File: config.mk
export PLATFORM = sky130hd
export DESIGN_NAME = pwm_cell
export DESIGN_NICKNAME = d
export VERILOG_FILES = /design/src/rtl/pwm_cell_pkg.sv /design/src/rtl/pwm_cell_regs.sv /design/src/rtl/pwm_cell_cmp.sv /design/src/rtl/pwm_cell_out.sv /design/src/rtl/pwm_cell.sv
export SDC_FILE = /design/constraint.sdc
export NUM_CORES = 1
export LEC_CHECK = 0
export ABC_AREA = 1
export BUFFER_PORTS_ARGS = -buffer_cell sky130_fd_sc_hd__buf_4
export CAP_MARGIN = 5
export CORE_ASPECT_RATIO = 0.8
export CORE_MARGIN = 4
export CORE_UTILIZATION = 50
export DETAILED_ROUTE_END_ITERATION = 10
export GPL_TIMING_DRIVEN = 0
export PLACE_DENSITY = 0.67
export SLEW_MARGIN = 20
export SYNTH_ARGS = -nofsm -noshare
export SYNTH_HDL_FRONTEND = slang
export SYNTH_HIERARCHICAL = 1
export SYNTH_SLANG_ARGS = --single-unit
File: constraint.sdc
create_clock -name clk -period 2.8 [get_ports clk]
set_input_delay 0 -clock clk [delete_from_list [all_inputs] [get_ports clk]]
set_output_delay 0 -clock clk [all_outputs]
set_load 0.005 [all_outputs]
File: src/rtl/pwm_cell_pkg.sv
package pwm_cell_pkg;
  localparam int NVAL     = 6;
  localparam int NCH      = 3;
  localparam int AW       = 3;
  localparam int ADDR_INI = NVAL;
  localparam int ADDR_CTL = NVAL + 1;
  localparam int POL_LSB  = NVAL;
  localparam int CTLW     = NVAL + NCH;

  // channel 0 = A (cmp2/cmp3), 1 = B (cmp4/cmp5), 2 = X (cmp0/cmp1)
  function automatic int set_idx(input int ch);
    return (ch == NCH - 1) ? 0 : 2 * ch + 2;
  endfunction
endpackage

File: src/rtl/pwm_cell_regs.sv
module pwm_cell_regs
  import pwm_cell_pkg::*;
#(
  parameter int CW = 16
) (
  input  logic                     clk,
  input  logic                     rst,
  input  logic                     wr_en,
  input  logic [AW-1:0]            wr_addr,
  input  logic [CW-1:0]            wr_data,
  input  logic                     load,
  output logic [NVAL-1:0][CW-1:0]  val_act,
  output logic [CW-1:0]            init_act,
  output logic [CW-1:0]            init_shd,
  output logic [NVAL-1:0]          en_act,
  output logic [NCH-1:0]           pol_nxt
);
  logic [NVAL-1:0][CW-1:0] val_shd;
  logic [CTLW-1:0]         ctl_shd;
  logic [CTLW-1:0]         ctl_act;

  for (genvar i = 0; i < NVAL; i++) begin : g_val
    always_ff @(posedge clk) begin
      if (rst) begin
        val_shd[i] <= '0;
        val_act[i] <= '0;
      end else begin
        if (wr_en && wr_addr == AW'(i)) val_shd[i] <= wr_data;
        if (load) val_act[i] <= val_shd[i];
      end
    end
  end

  always_ff @(posedge clk) begin
    if (rst) begin
      init_shd <= '0;
      init_act <= '0;
      ctl_shd  <= '0;
      ctl_act  <= '0;
    end else begin
      if (wr_en && wr_addr == AW'(ADDR_INI)) init_shd <= wr_data;
      if (wr_en && wr_addr == AW'(ADDR_CTL)) ctl_shd  <= wr_data[CTLW-1:0];
      if (load) begin
        init_act <= init_shd;
        ctl_act  <= ctl_shd;
      end
    end
  end

  assign en_act  = ctl_act[NVAL-1:0];
  assign pol_nxt = load ? ctl_shd[POL_LSB +: NCH] : ctl_act[POL_LSB +: NCH];
endmodule

File: src/rtl/pwm_cell_cmp.sv
module pwm_cell_cmp
  import pwm_cell_pkg::*;
#(
  parameter int CW = 16
) (
  input  logic [CW-1:0]           cnt,
  input  logic [NVAL-1:0][CW-1:0] val,
  output logic [NVAL-1:0]         match
);
  for (genvar i = 0; i < NVAL; i++) begin : g_eq
    assign match[i] = (cnt == val[i]);
  end
endmodule

File: src/rtl/pwm_cell_out.sv
module pwm_cell_out
  import pwm_cell_pkg::*;
(
  input  logic            clk,
  input  logic            rst,
  input  logic [NVAL-1:0] match,
  input  logic [NVAL-1:0] en,
  input  logic [NCH-1:0]  pol_nxt,
  output logic [NCH-1:0]  raw,
  output logic [NCH-1:0]  pin,
  output logic            sync,
  output logic            half,
  output logic            trig_e,
  output logic            trig_o
);
  logic [NCH-1:0]  raw_d;
  logic [NVAL-1:0] hit;
  logic            te_d;
  logic            to_d;

  for (genvar c = 0; c < NCH; c++) begin : g_ch
    localparam int SI = set_idx(c);
    localparam int CI = SI + 1;
    assign raw_d[c] = match[CI] ? 1'b0 : (match[SI] ? 1'b1 : raw[c]);
  end

  assign hit = match & en;

  always_comb begin
    te_d = 1'b0;
    to_d = 1'b0;
    for (int i = 0; i < NVAL; i++) begin
      if (i % 2 == 0) te_d = te_d | hit[i];
      else            to_d = to_d | hit[i];
    end
  end

  always_ff @(posedge clk) begin
    if (rst) begin
      raw    <= '0;
      pin    <= '0;
      sync   <= 1'b0;
      half   <= 1'b0;
      trig_e <= 1'b0;
      trig_o <= 1'b0;
    end else begin
      raw    <= raw_d;
      pin    <= raw_d ^ pol_nxt;
      sync   <= match[1] ? 1'b1 : (match[0] ? 1'b0 : sync);
      half   <= match[0];
      trig_e <= te_d;
      trig_o <= to_d;
    end
  end
endmodule

File: src/rtl/pwm_cell.sv
module pwm_cell
  import pwm_cell_pkg::*;
#(
  parameter int CW = 16
) (
  input  logic          clk,
  input  logic          rst,
  input  logic          wr_en,
  input  logic [2:0]    wr_addr,
  input  logic [CW-1:0] wr_data,
  output logic          pwm_a,
  output logic          pwm_b,
  output logic          pwm_x,
  output logic          local_sync,
  output logic          half_rld,
  output logic          trig_even,
  output logic          trig_odd,
  output logic [CW-1:0] count
);
  logic [CW-1:0]           cnt_q;
  logic [NVAL-1:0][CW-1:0] val_act;
  logic [CW-1:0]           init_act;
  logic [CW-1:0]           init_shd;
  logic [NVAL-1:0]         en_act;
  logic [NCH-1:0]          pol_nxt;
  logic [NVAL-1:0]         match;
  logic [NCH-1:0]          raw_q;
  logic [NCH-1:0]          pin_q;
  logic                    wrap;

  assign wrap = match[1];

  pwm_cell_regs #(.CW(CW)) u_regs (
    .clk(clk), .rst(rst), .wr_en(wr_en), .wr_addr(wr_addr), .wr_data(wr_data),
    .load(wrap), .val_act(val_act), .init_act(init_act), .init_shd(init_shd),
    .en_act(en_act), .pol_nxt(pol_nxt)
  );

  pwm_cell_cmp #(.CW(CW)) u_cmp (
    .cnt(cnt_q), .val(val_act), .match(match)
  );

  pwm_cell_out u_out (
    .clk(clk), .rst(rst), .match(match), .en(en_act), .pol_nxt(pol_nxt),
    .raw(raw_q), .pin(pin_q), .sync(local_sync), .half(half_rld),
    .trig_e(trig_even), .trig_o(trig_odd)
  );

  always_ff @(posedge clk) begin
    if (rst)       cnt_q <= '0;
    else if (wrap) cnt_q <= init_shd;
    else           cnt_q <= cnt_q + 1'b1;
  end

  assign count = cnt_q;
  assign pwm_a = pin_q[0];
  assign pwm_b = pin_q[1];
  assign pwm_x = pin_q[2];
endmodule

* Word-level counts from Yosys, hierarchy flattened *
Index checks and enable logic that the tools add are counted.

word-level totals
  output and inout bits = 23
  input bits = 22
  register bits after elaboration = 252
  logic and storage cells = 62

operators by class
  bitwise gates (word level) = 6
  multiplexer cells = 10
  equality and inequality tests = 13
  add/subtract/negate cells = 1
  reductions and logical operators = 10

operators by type and width
  operator                                                                number
  16-bit equality test                                                    6
  16-bit by 1-bit adder with 16-bit output (second input constant)        1
  16-bit two-way mux                                                      1
  3-bit equality test (second input constant)                             4
  1-bit logical AND                                                       8
  1-bit two-way mux                                                       8
  6-bit bitwise AND                                                       1
  3-bit by 2-bit equality test with 1-bit output (second input constant)  2
  1-bit OR                                                                4
  3-bit by 1-bit equality test with 1-bit output (second input constant)  1
  3-bit zero test                                                         1
  3-bit two-way mux                                                       1
  3-bit XOR                                                               1
  2-bit nonzero test                                                      1

* Longest topological paths before layout *
Gate-level depths: netlist (run 1).

  word-level depth = 4
  depth in mapped cells = 16

* Modules after synthesis *
Netlist (run 1), hierarchy kept.

by module, submodules not included
  module         instances  sequential area each (µm²)  cells an instance  area each (µm²)
  pwm_cell_regs  1          4844.6                      1221               9026.2
  pwm_cell_cmp   1          0.0                         292                1497.7
  pwm_cell       1          320.3                       159                993.5
  pwm_cell_out   1          200.2                       54                 400.4

* Worst setup path after synthesis (run 1) *
No wires, ideal clock.

  path kind = register -> register
  start = register cnt_q[2], in the netlist count[2]
  end = register u_out.pin[2]
  arrival time = 2.239 ns
  library setup time = 0.114 ns
  cell stages (with the launch flop) = 14
  setup slack = 0.447 ns
  buffers on the path = 3
  required time = 2.686 ns
  period minus slack after synthesis = 2.353 ns
  cell sequence = dfxtp_1 > buf_4 > xnor2_1 > nand2_1 > nor2_1 > nand2_1 > nor2_1 > buf_2 > clkbuf_1 > nand2_1 > nand2_1 > nand3_2 > nand2_1 > nor2_2

between the ends
  elaborated cells on any way between the ends = 6

RTL lines
  what                    RTL line             text
  from (decl)             pwm_cell.sv:20       logic [CW-1:0] cnt_q;
  from (signal assigned)  pwm_cell.sv:51       else if (wrap) cnt_q <= init_shd;
  from (signal assigned)  pwm_cell.sv:52       else cnt_q <= cnt_q + 1'b1;
  16-bit equality test    pwm_cell_cmp.sv:11   assign match[i] = (cnt == val[i]);
  named net match[1]      pwm_cell.sv:26       logic [NVAL-1:0] match;
  3-bit two-way mux       pwm_cell_regs.sv:51  assign pol_nxt = load ? ctl_shd[POL_LSB +: NCH] : ctl_act[POL_LSB +: NCH];
  named net pol_nxt[2]    pwm_cell.sv:25       logic [NCH-1:0] pol_nxt;
  3-bit XOR               pwm_cell_out.sv:48   pin <= raw_d ^ pol_nxt;
  to (signal assigned)    pwm_cell_out.sv:48
  to (decl)               pwm_cell_out.sv:10   output logic [NCH-1:0] pin,

The timed path passes the listed nets, and every way through them passes these cells.
A chain may end at the register's enable or synchronous reset.

* Worst setup path in the final report (run 1) *
  start = register cnt_q[0], in the netlist count[0]
  end = register u_regs/val_act[52] (netlist name)

between the ends
  longest elaborated chain between the ends = 1

RTL lines
  what                             RTL line             text
  16-bit equality test             pwm_cell_cmp.sv:11
  named net match[1]               pwm_cell.sv:26
  to (signal, indexed assignment)  pwm_cell_regs.sv:29  if (load) val_act[i] <= val_shd[i];
  to (decl)                        pwm_cell_regs.sv:12  output logic [NVAL-1:0][CW-1:0] val_act,

The timed path passes the listed nets, and every way through them passes these cells.

==> results of run 1 <==
per-layer routing:
layer	share of wire (%)	vias up	global-route usage, %
met5	0	-	0
met3	8.0	60	4.47
met2	43	351	42.7
met1	46	4745	39.1
met4	2.8	0	7.81
li1	-	5280	-
report_power, final:
group | internal [mW] | switching (mW) | leakage, nW
logic | 1.92 | 3.47 | 3.67
registers | 4.22 | 0.525 | 2.05
clock network | 1.99 | 1.41 | 0.420
total | 8.13 | 5.41 | 6.14
timing repair:
action	4_1_cts	5_1_grt
setup endpoints to repair	126	36
buffers inserted	1	0
hold endpoints to repair	46	0
gates resized for setup	6	1
pin swaps	1	0
hold buffers	11	0
worst min-delay path by stage:
stage / from / endpoint / slack, ns
3_5_place_dp: rst / u_out/raw[0] / 0.33
6_report: wr_data[1] / u_regs/ctl_shd[1] / 0.09
4_1_cts: wr_data[1] / u_regs/ctl_shd[1] / 0.06
5_1_grt: wr_data[14] / u_regs/val_shd[30] / 0.08
2_1_floorplan: rst / u_out/sync / 0.07
3_3_place_gp: rst / u_out/raw[0] / 0.33
layout make-up:
class	instances	area, um^2
buffer	98	577
clock buffer	42	822
clock inverter	4	20.0
fill	2211	9370
inverter	98	370
multi-input combinational	1211	5410
sequential	252	5050
tap	306	383
timing repair buffer	56	448
state kept, by name, indices dropped and copies added (netlist names):
signal	count
count	16
u_out/half	1
u_out/pin	3
u_out/raw	3
u_out/sync	1
u_out/trig_e	1
u_out/trig_o	1
u_regs/ctl_act	9
u_regs/ctl_shd	9
u_regs/init_shd	16
u_regs/val_act	96
u_regs/val_shd	96
worst register-to-register path, stage by stage (launching register included):
cell	delay (ns)
sky130_fd_sc_hd__dfxtp_1	0.79
sky130_fd_sc_hd__inv_2	0.27
sky130_fd_sc_hd__nand2_1	0.11
sky130_fd_sc_hd__nand2_1	0.05
sky130_fd_sc_hd__nand2_1	0.05
sky130_fd_sc_hd__nor2_1	0.05
sky130_fd_sc_hd__nand2_1	0.10
sky130_fd_sc_hd__nor2_4	0.06
sky130_fd_sc_hd__buf_4	0.20
sky130_fd_sc_hd__inv_1	0.11
sky130_fd_sc_hd__buf_2	0.30
sky130_fd_sc_hd__buf_2	0.31
sky130_fd_sc_hd__nor2_1	0.07
sky130_fd_sc_hd__nor2_1	0.10
stage by stage:
step	setup WS (ns)	util, %	total power, mW	setup TNS, ns
after floorplan	0.499	-	8.40	0
after global placement	-0.901	53.9	9.93	-76.51
after detailed placement	-0.934	53.9	10.0	-79.87
after CTS	0.141	58.3	13.5	0
after global routing	0.00101	58.3	14.5	0
final	0.148	58.3	13.5	0
==> run summary, run 1 <==
In this run the horizontal extent of the chip is 177 um. The flow ran to the end, and the final reports show no timing, DRC or antenna violations. Entering global routing, the biggest net connects 16 pins. The static leakage is 6.14 nW. The worst reg-to-reg path cell count is 13. The number of cells produced by synthesis came out at 1659. The post-placement cell area is 12100 um^2. The clock period minus worst slack came out at 2.65 ns. Dividing the detail-routed wire length by the instance count gives 16.7 um. The placed wire-length estimate after detailed placement is 23.0 mm. The arrival time at the worst endpoint came out at 3.10 ns.

For this run, design rule violations remaining after detail routing come to 0. The post-route netlist has 11.3% of its cells at a drive strength greater than 1. The critical path starts at count[0].

Broken down by cell family, the worst path's largest delay share belongs to buffers and inverters. The maximum net fanout on the critical path came out at 12. For this configuration, the core starts out at a cell density of 50.7%. The kind of capture point of the worst setup path is a flop. The starting DRC count in detailed routing is 911.

The share of the clock period used by the worst path came out at 94.7%. The startpoint type of the worst setup path is a flop. The total global-route track usage is 27.2%. The number of nets at the end of the flow is 1766. Final hold analysis gives a worst-case slack of 0.0854 ns.

The number of nets in the synthesized netlist is 1682. The number of global-route vias before repair was 9420. The number of hold-slack violations in the final timing report came out at 0. The critical path depth is 13. The worst slew margin relative to its limit came out at 51.0%. The cell occurring most often along the worst timing path is sky130_fd_sc_hd__nand2_1. The synthesis-to-finish area growth came out at 14.8%. The tree is rooted in a sky130_fd_sc_hd__clkbuf_16.

The number of cells traversed by the worst hold path is 5. The instance count after placement with tap cells included came out at 2009. The number of pins exceeding their max-slew limit in the final report is 0. The library cells used most frequently in the layout, excluding fill and tap cells, are 520 x sky130_fd_sc_hd__nor2_1, 337 x sky130_fd_sc_hd__nand2_1, 250 x sky130_fd_sc_hd__dfxtp_1. The maximum VDD drop is 0.635 mV. The number of top-level design ports came out at 45.

Counting the buffers created by CTS gives 26. The path class of the tightest hold or removal check is in2reg. The tool flagged a number of max-cap violations equal to 0. Before antenna repair, the detailed router went through 6 iterations. Counting along the longest clock path gives a buffer depth of 3.

The number of vias in the routed layout came out at 10.4k. The final cell count without fillers came out at 2067. The number of sinks driven by the clock tree is 252. The longest individual stage delay on the worst path is 0.79 ns. The per-cell via count in the routed design is 5.05.

The power density normalized to cell area is 1040 nW/um^2. Once layout is done, the placed cells without fillers occupy 13100 um^2. Setup violations remaining at the end of the flow were counted as 0. Walking the worst path, the cells encountered are inv_2 -> nand2_1 -> nand2_1 -> nand2_1 -> nor2_1 -> nand2_1 -> nor2_4 -> buf_4 -> inv_1 -> buf_2 -> buf_2 -> nor2_1 -> nor2_1.

On the final layout, the worst clock skew is 0.0201 ns. Setup repair after global routing left no endpoint under its margin. Among all stages on the critical path, the largest delay is contributed by sky130_fd_sc_hd__dfxtp_1. The CTS tree is done. The most common library cell in the layout ignoring fill and taps is sky130_fd_sc_hd__nor2_1. The slew of the pin with the lowest slew margin is 0.735 ns. The number of antenna violations at the first check in global routing came out at 0. At the end of routability-driven placement, the weighted congestion stood at 0.882.

The floorplan die height came out at 143 um. The number of antenna repair diodes came out at 0. The count of synthesis-stage warnings from yosys is 6.

The number of routed nets with antenna violations came out at 0. The routed wire length is 34.5 mm. In this run the critical register-to-register path is launched from count[0]. The number of buffer and inverter instances along the worst setup path came out at 5. The full die area is 25300 um^2. The number of standard-cell rows in the floorplan came out at 49.

The synthesized area per cell came out at 6.86 um^2. Global routing finished with a remaining overflow of 0. The worst path required time is 3.25 ns.

The wire length of the first global-routing pass came out at 53.0 mm. The later pin in the worst-skew pair is clocked with a latency of 0.53 ns. The maximum frequency from static timing analysis came out at 377 MHz. The core region area is 22400 um^2. The most critical setup path has its endpoint at u_regs/val_act[52]. In this run the tool buffered the top-level ports with 44 buffer cells. The critical path in this run is classified as reg2reg.

The post-synthesis instance area came out at 11400 um^2. The clock-pin slew on the worst setup and hold paths came out at 0.06 ns. The setup check on the worst reg-to-reg path leaves a slack of 0.15 ns. CTS built an H-tree with a depth of 1. The worst register-to-register path ends at u_regs/val_act[52].
Power figures use the tool's default switching activity.
==> run 2, diff against run 1 <==
SETUP_SLACK_MARGIN = 0.15   (was unset)
==> run 2 against run 1 <==
Utilization hardly changed. Clock power hardly changed. Routed wire length is 0.19% lower. Critical endpoint is now u_regs/val_act[30]. Global-route usage hardly changed. Via count hardly changed. Clock skew is 0.0022 ns lower. Maximum frequency is 4.4% higher. Flip-flop and latch count stayed put. Largest cell class unchanged. Worst setup slack better by 0.11 ns. Critical path depth is 1 lower. Final area hardly changed.
==> run summary, run 2 (same netlist as run 1, synthesis figures left out) <==
The maximum clock insertion buffer count came out at 3. The total overflow reported by the global router came out at 0. The port buffer count is 44. After floorplanning, the core was divided into 49 placement rows. CTS built an H-tree with a depth of 1. IR analysis of the VDD net gives a maximum drop of 0.634 mV. The CTS tree is done. The floorplan die height came out at 143 um. The layout cell share with drive strength beyond 1 is 11.5%. The sequential cell fraction of total power is 35.0%.

The post-placement cell area is 12100 um^2. The wire length of the first global-routing pass came out at 53.0 mm. The largest net degree at the start of global routing came out at 16. The finished cells cover 13100 um^2.

The starting DRC count in detailed routing came out at 967. The maximum frequency from static timing analysis came out at 394 MHz. The effective utilization at floorplan came out at 50.7%. The die width came out at 177 um. The number of pins exceeding their max-slew limit in the final report is 0. The number of routed nets with antenna violations is 0.

The static leakage came out at 6.14 nW. The full die area is 25300 um^2. For this run, design rule violations remaining after detail routing come to 0.

The largest registers in the layout are u_regs/val_act: 96 flops, u_regs/val_shd: 96 flops. The number of top-level design ports came out at 45. The number of vias in the routed layout is 10.4k. The placed wire-length estimate after detailed placement came out at 23.0 mm. The per-cell via count in the routed design came out at 5.05. The power density normalized to cell area is 1040 nW/um^2. The worst setup path is of the reg2reg kind.

The clock skew is 0.0179 ns. The synthesis-to-finish area growth is 14.8%. The run finished with clean final reports. For the worst setup path, the data arrival time is 2.96 ns. The clock insertion delay at the later pin of the skew report is 0.53 ns. The number of sinks driven by the clock tree came out at 252.

After detailed routing, the average wire length per cell comes to 16.7 um. The core region area is 22400 um^2. The setup check on the worst reg-to-reg path leaves a slack of 0.26 ns. The switching fraction of total power is 39.9%.

STA classifies the critical path endpoint as a flop. For the pin with the worst max-slew slack, the measured transition is 0.730 ns. The worst slew margin relative to its limit came out at 51.3%. Of all nets on the critical path, the largest fanout is 10.

For this block, the routed nets add up to 34.5 mm of wire. Setup repair after global routing left no endpoint under its margin. The class of the tightest hold or removal check is in2reg. The first-pass iteration count of the detailed router is 6. The number of antenna violations at the first check in global routing is 0. The total global-route track usage came out at 27.2%. Of the total power, the clock network draws 25.1%. The clock buffer count from CTS is 26. The number of nets at the end of the flow is 1765. The worst path required time came out at 3.22 ns.

The number of antenna repair diodes came out at 0. The proportion of power drawn by combinational gates came out at 39.8%. The smallest clock period supported by the final layout is computed as 2.54 ns. The analysis attributes to net switching a power of 5.41 mW. Setup violations remaining at the end of the flow were counted as 0. The number of hold-slack violations in the final timing report came out at 0. The cell at the root of the clock tree is sky130_fd_sc_hd__clkbuf_16. The routability congestion estimate is 0.882. The number of global-route vias before repair is 9420. The worst hold slack is 0.0855 ns. The max-capacitance violation count came out at 0. The clock-pin slew on the worst setup and hold paths is 0.06 ns. After filler insertion, the fill cell instance count of the layout stands at 2209. The share of the clock period used by the worst path came out at 90.7%. The most common library cell in the layout ignoring fill and taps is sky130_fd_sc_hd__nor2_1. The worst setup path is launched from a flop.

In the layout the commonest cells are 520 x sky130_fd_sc_hd__nor2_1, 337 x sky130_fd_sc_hd__nand2_1, 247 x sky130_fd_sc_hd__dfxtp_1. The internal power of the cells came out at 8.14 mW.
## run 2: path summary, 6_finish.rpt
path / from / endpoint / depth (start not counted)
worst max register to register: count[2] / u_regs/val_act[30] / 12
worst max-delay path: count[2] / u_regs/val_act[30] / 12
worst min register to register: u_out/sync / u_out/sync / 2
worst min-delay path: wr_data[14] / u_regs/val_shd[46] / 5
## run 2: area by class of cell
cell class	count	area, um^2	area share, %
clock inverter	4	20.0	0.153
buffer	98	581	4.44
inverter	98	370	2.83
sequential	252	5050	38.6
tap	306	383	2.93
timing repair buffer	55	438	3.35
multi-input combinational	1211	5410	41.4
clock buffer	42	822	6.29
## run 2: critical path: stages, from the launching register on
cell	delay, ns
sky130_fd_sc_hd__dfxtp_1	0.47
sky130_fd_sc_hd__buf_4	0.29
sky130_fd_sc_hd__xnor2_1	0.14
sky130_fd_sc_hd__nand2_1	0.08
sky130_fd_sc_hd__nor2_1	0.09
sky130_fd_sc_hd__nand2_1	0.11
sky130_fd_sc_hd__nor2_4	0.19
sky130_fd_sc_hd__buf_4	0.25
sky130_fd_sc_hd__inv_1	0.10
sky130_fd_sc_hd__buf_2	0.23
sky130_fd_sc_hd__buf_2	0.21
sky130_fd_sc_hd__nor2_1	0.19
sky130_fd_sc_hd__nor2_1	0.07
## run 2: through the flow
stage | power, mW | util [%] | instances | worst slack (ns) | setup TNS, ns
after CTS | 13.5 | 58.3 | 2067 | 0.225 | 0
after floorplan | 8.40 | - | 1659 | 0.499 | 0
after global placement | 9.93 | 53.9 | 2009 | -0.901 | -76.51
after global routing | 14.5 | 58.3 | 2066 | 0.165 | 0
final | 13.5 | 58.3 | 2066 | 0.260 | 0
after detailed placement | 10.0 | 53.9 | 2009 | -0.934 | -79.87
## run 2: power groups by stage
stage | Clock (mW) | Sequential [mW] | Combinational, mW
after floorplan | 0 | 4.65 | 3.75
after global placement | 0 | 4.78 | 5.15
after detailed placement | 0 | 4.81 | 5.22
after CTS | 3.46 | 4.73 | 5.34
after global routing | 3.60 | 4.82 | 6.10
final | 3.40 | 4.75 | 5.40
## run 2: timing repair
action | 4_1_cts | 5_1_grt
hold endpoints to repair | 46 | 0
pin swaps | 1 | 1
resized for setup | 7 | 4
hold buffers | 11 | 0
buffers inserted | 1 | 0
setup endpoints to repair | 127 | 86
## run 2: metal layers
layer  global-route usage (%)  vias up  part of all wire, %
li1                         -     5276                    -
met1                     39.1     4733                   46
met2                     42.7      367                   43
met4                     7.81        0                  2.9
met3                     4.47       61                  8.0
met5                        0        -                    0
==> run 3, diff against run 2 <==
CORE_MARGIN = 3   (was 4)
==> run 3 against run 2 <==
Critical path type unchanged. Largest power group unchanged. Die area decreased by 2.5%. Routed wire length decreased by 0.73%. Clock skew decreased by 0.0060 ns.
==> run summary, run 3 (same netlist as run 1, synthesis figures left out) <==
The tightest min-delay check is of the in2reg type. After the flow finishes, the layout carries non-filler instances totaling 2059. The clock buffer count from CTS came out at 26.

In the routed layout, each cell is associated on average with a via count of 5.09. The critical path in this run is classified as reg2reg. The total negative slack for setup checks came out at 0 ns. The area occupied by multi-input gates came out at 5410 um^2.

The synthesis-to-finish area growth came out at 14.5%. The slew of the pin with the lowest slew margin is 0.719 ns. Setup repair after global routing left no endpoint under its margin. The number of top-level design ports is 45. The number of nets at the end of the flow is 1765.

The count of nets left with antenna violations once routing finished came out at 0. The worst path required time is 3.22 ns. The maximum clock insertion buffer count came out at 3. The end point of the worst hold path is u_regs/ctl_shd[1]. The final layout contains routed wiring with a total length of 34.2 mm. The post-place setup slack came out at -0.634 ns. The total of fill cells in the finished design came out at 2185. The number of vias in the routed layout is 10.5k. The number of standard-cell rows in the floorplan is 48. The routability congestion estimate came out at 0.899. Entering global routing, the biggest net connects 16 pins. The effective utilization at floorplan came out at 51.8%. Combinational cells account for 40.2% of the total power. The share of total power in the clock network is 24.7%. The count of H-tree levels built during CTS is 1. STA classifies the critical path startpoint as a flop. The number of pins exceeding their max-slew limit in the final report came out at 0. The die width came out at 175 um.

In the layout the commonest cells are 520 x sky130_fd_sc_hd__nor2_1, 337 x sky130_fd_sc_hd__nand2_1, 247 x sky130_fd_sc_hd__dfxtp_1. The instance count after placement with tap cells included came out at 2003. The number of antenna repair diodes came out at 0. The analysis attributes to cell leakage a power of 6.12 nW.

The number of hold-slack violations in the final timing report is 0. The first global-routing pass estimated 52.0 mm of wire. The most common library cell in the layout ignoring fill and taps is sky130_fd_sc_hd__nor2_1. The final number of setup-violating endpoints is 0. The tool flagged a number of max-cap violations equal to 0. Summing all placed instances gives a cell area of 12100 um^2.

For this run, the total global-route usage over all layers was measured as 27.3%. The number of global-route vias before repair is 9139. The number of sinks driven by the clock tree came out at 252.

The cell at the root of the clock tree is sky130_fd_sc_hd__clkbuf_16. The setup slack of the most critical reg-to-reg path came out at 0.30 ns. Dividing total power by cell area gives a power density of 1040 nW/um^2.

The remaining routing DRC violations came out at 0. The placed wire-length estimate after detailed placement came out at 22.8 mm. In this run the critical register-to-register path is captured at u_regs/val_act[77]. The switching power is 5.41 mW. For the worst-skew pair, the clock arrives at the later sink with an insertion delay of 0.53 ns. The flow ran to the end, and the final reports show no timing, DRC or antenna violations.

The largest registers in the layout are u_regs/val_act: 96 flops, u_regs/val_shd: 96 flops. The slack of the critical path is 0.300 ns. The worst setup path is captured at a flop. The first-pass iteration count of the detailed router came out at 5. The worst slew margin relative to its limit is 52.0%. TritonCTS built the clock tree.

The clock period minus worst slack is 2.50 ns. The floorplan step defined a core boundary enclosing 22000 um^2. The end-of-flow core utilization is 59.3%. The internal power of the cells totals 8.12 mW. The starting DRC count in detailed routing is 951.

The clock skew is 0.0119 ns. After layout, the worst path uses 89.3% of the clock period. Once layout is done, the placed cells without fillers occupy 13000 um^2.

The full die area is 24600 um^2. The total overflow left after global routing is 0. The maximum net fanout on the critical path came out at 10. The number of antenna violations at the first check in global routing came to 0.

The worst register-to-register path begins at count[8]. After clock tree synthesis, the clock-pin slew on the worst setup and hold paths is 0.06 ns. The maximum VDD drop came out at 0.468 mV.

The worst reg-to-reg path cell count came out at 12. Counting instances, the worst hold path has a depth of 5. Dividing the detail-routed wire length by the instance count gives 16.6 um. The floorplan die height came out at 141 um. Input and output buffers added on the ports amount to 44. The footprint of the flip-flops and latches came out at 5050 um^2. Timing would allow up to 400 MHz. Sequential cells account for 35.1% of the total power. The layout cell share with drive strength beyond 1 came out at 11.3%. In this run switching power makes up 40.0% of total power. The start point of the worst hold path is wr_data[1].

The arrival time at the worst endpoint came out at 2.92 ns.
## run 3: power groups by stage
stage | Combinational, mW | Clock (mW) | Sequential, mW
final | 5.44 | 3.35 | 4.74
after global routing | 6.10 | 3.56 | 4.81
after CTS | 5.37 | 3.41 | 4.73
after detailed placement | 5.23 | 0 | 4.80
after global placement | 5.17 | 0 | 4.78
after floorplan | 3.75 | 0 | 4.65
## run 3: how the worst max path moves through the flow
stage / depth (start not counted) / slack, ns / startpoint / endpoint
3_5_place_dp: 14 / -0.63 / count[7] / u_out/pin[2]
3_3_place_gp: 14 / -1.01 / count[7] / u_out/pin[2]
4_1_cts: 13 / 0.20 / count[0] / u_regs/val_act[30]
2_1_floorplan: 13 / 0.50 / count[2] / u_out/pin[2]
6_report: 12 / 0.30 / count[8] / u_regs/val_act[77]
5_1_grt: 12 / 0.17 / count[2] / u_regs/val_act[93]
## run 3: stage by stage
stage / total power [mW] / hold WS, ns
after global placement: 9.95 / 0.327
after global routing: 14.5 / 0.0550
final: 13.5 / 0.0551
after floorplan: 8.40 / 0.0691
after CTS: 13.5 / 0.0356
after detailed placement: 10.0 / 0.333
## run 3: repair_timing
action	CTS	global route
cloned	0	0
resized for setup	7	3
setup buffers	2	0
hold buffers	9	0
pin swaps	1	0
endpoints found under the hold margin	47	0
setup endpoints to repair	118	73
## run 3: final cells by class
cell class | count | share of cell area (%)
Sequential cell | 252 | 38.7
Multi-Input combinational cell | 1211 | 41.5
Buffer | 98 | 4.42
Inverter | 98 | 2.86
Tap cell | 300 | 2.88
Clock buffer | 40 | 5.86
Timing Repair Buffer | 55 | 3.34
Clock inverter | 5 | 0.413
## run 3: worst max-delay path, stage by stage (launching register included)
cell and delay, ns:
sky130_fd_sc_hd__dfxtp_1 0.47, sky130_fd_sc_hd__buf_4 0.31, sky130_fd_sc_hd__xnor2_1 0.15, sky130_fd_sc_hd__nand2_1 0.06
sky130_fd_sc_hd__nor2_1 0.08, sky130_fd_sc_hd__nand2_1 0.10, sky130_fd_sc_hd__nor2_4 0.20, sky130_fd_sc_hd__buf_4 0.24
sky130_fd_sc_hd__inv_1 0.09, sky130_fd_sc_hd__buf_2 0.21, sky130_fd_sc_hd__buf_2 0.23, sky130_fd_sc_hd__nor2_1 0.15
sky130_fd_sc_hd__nor2_1 0.06
## run 3: routing by layer
layer  global-route usage (%)  routed length, um
met2                     41.8              14600
met5                        0                  0
met3                     3.85               2600
met4                     10.1               1290
met1                     39.2              15700
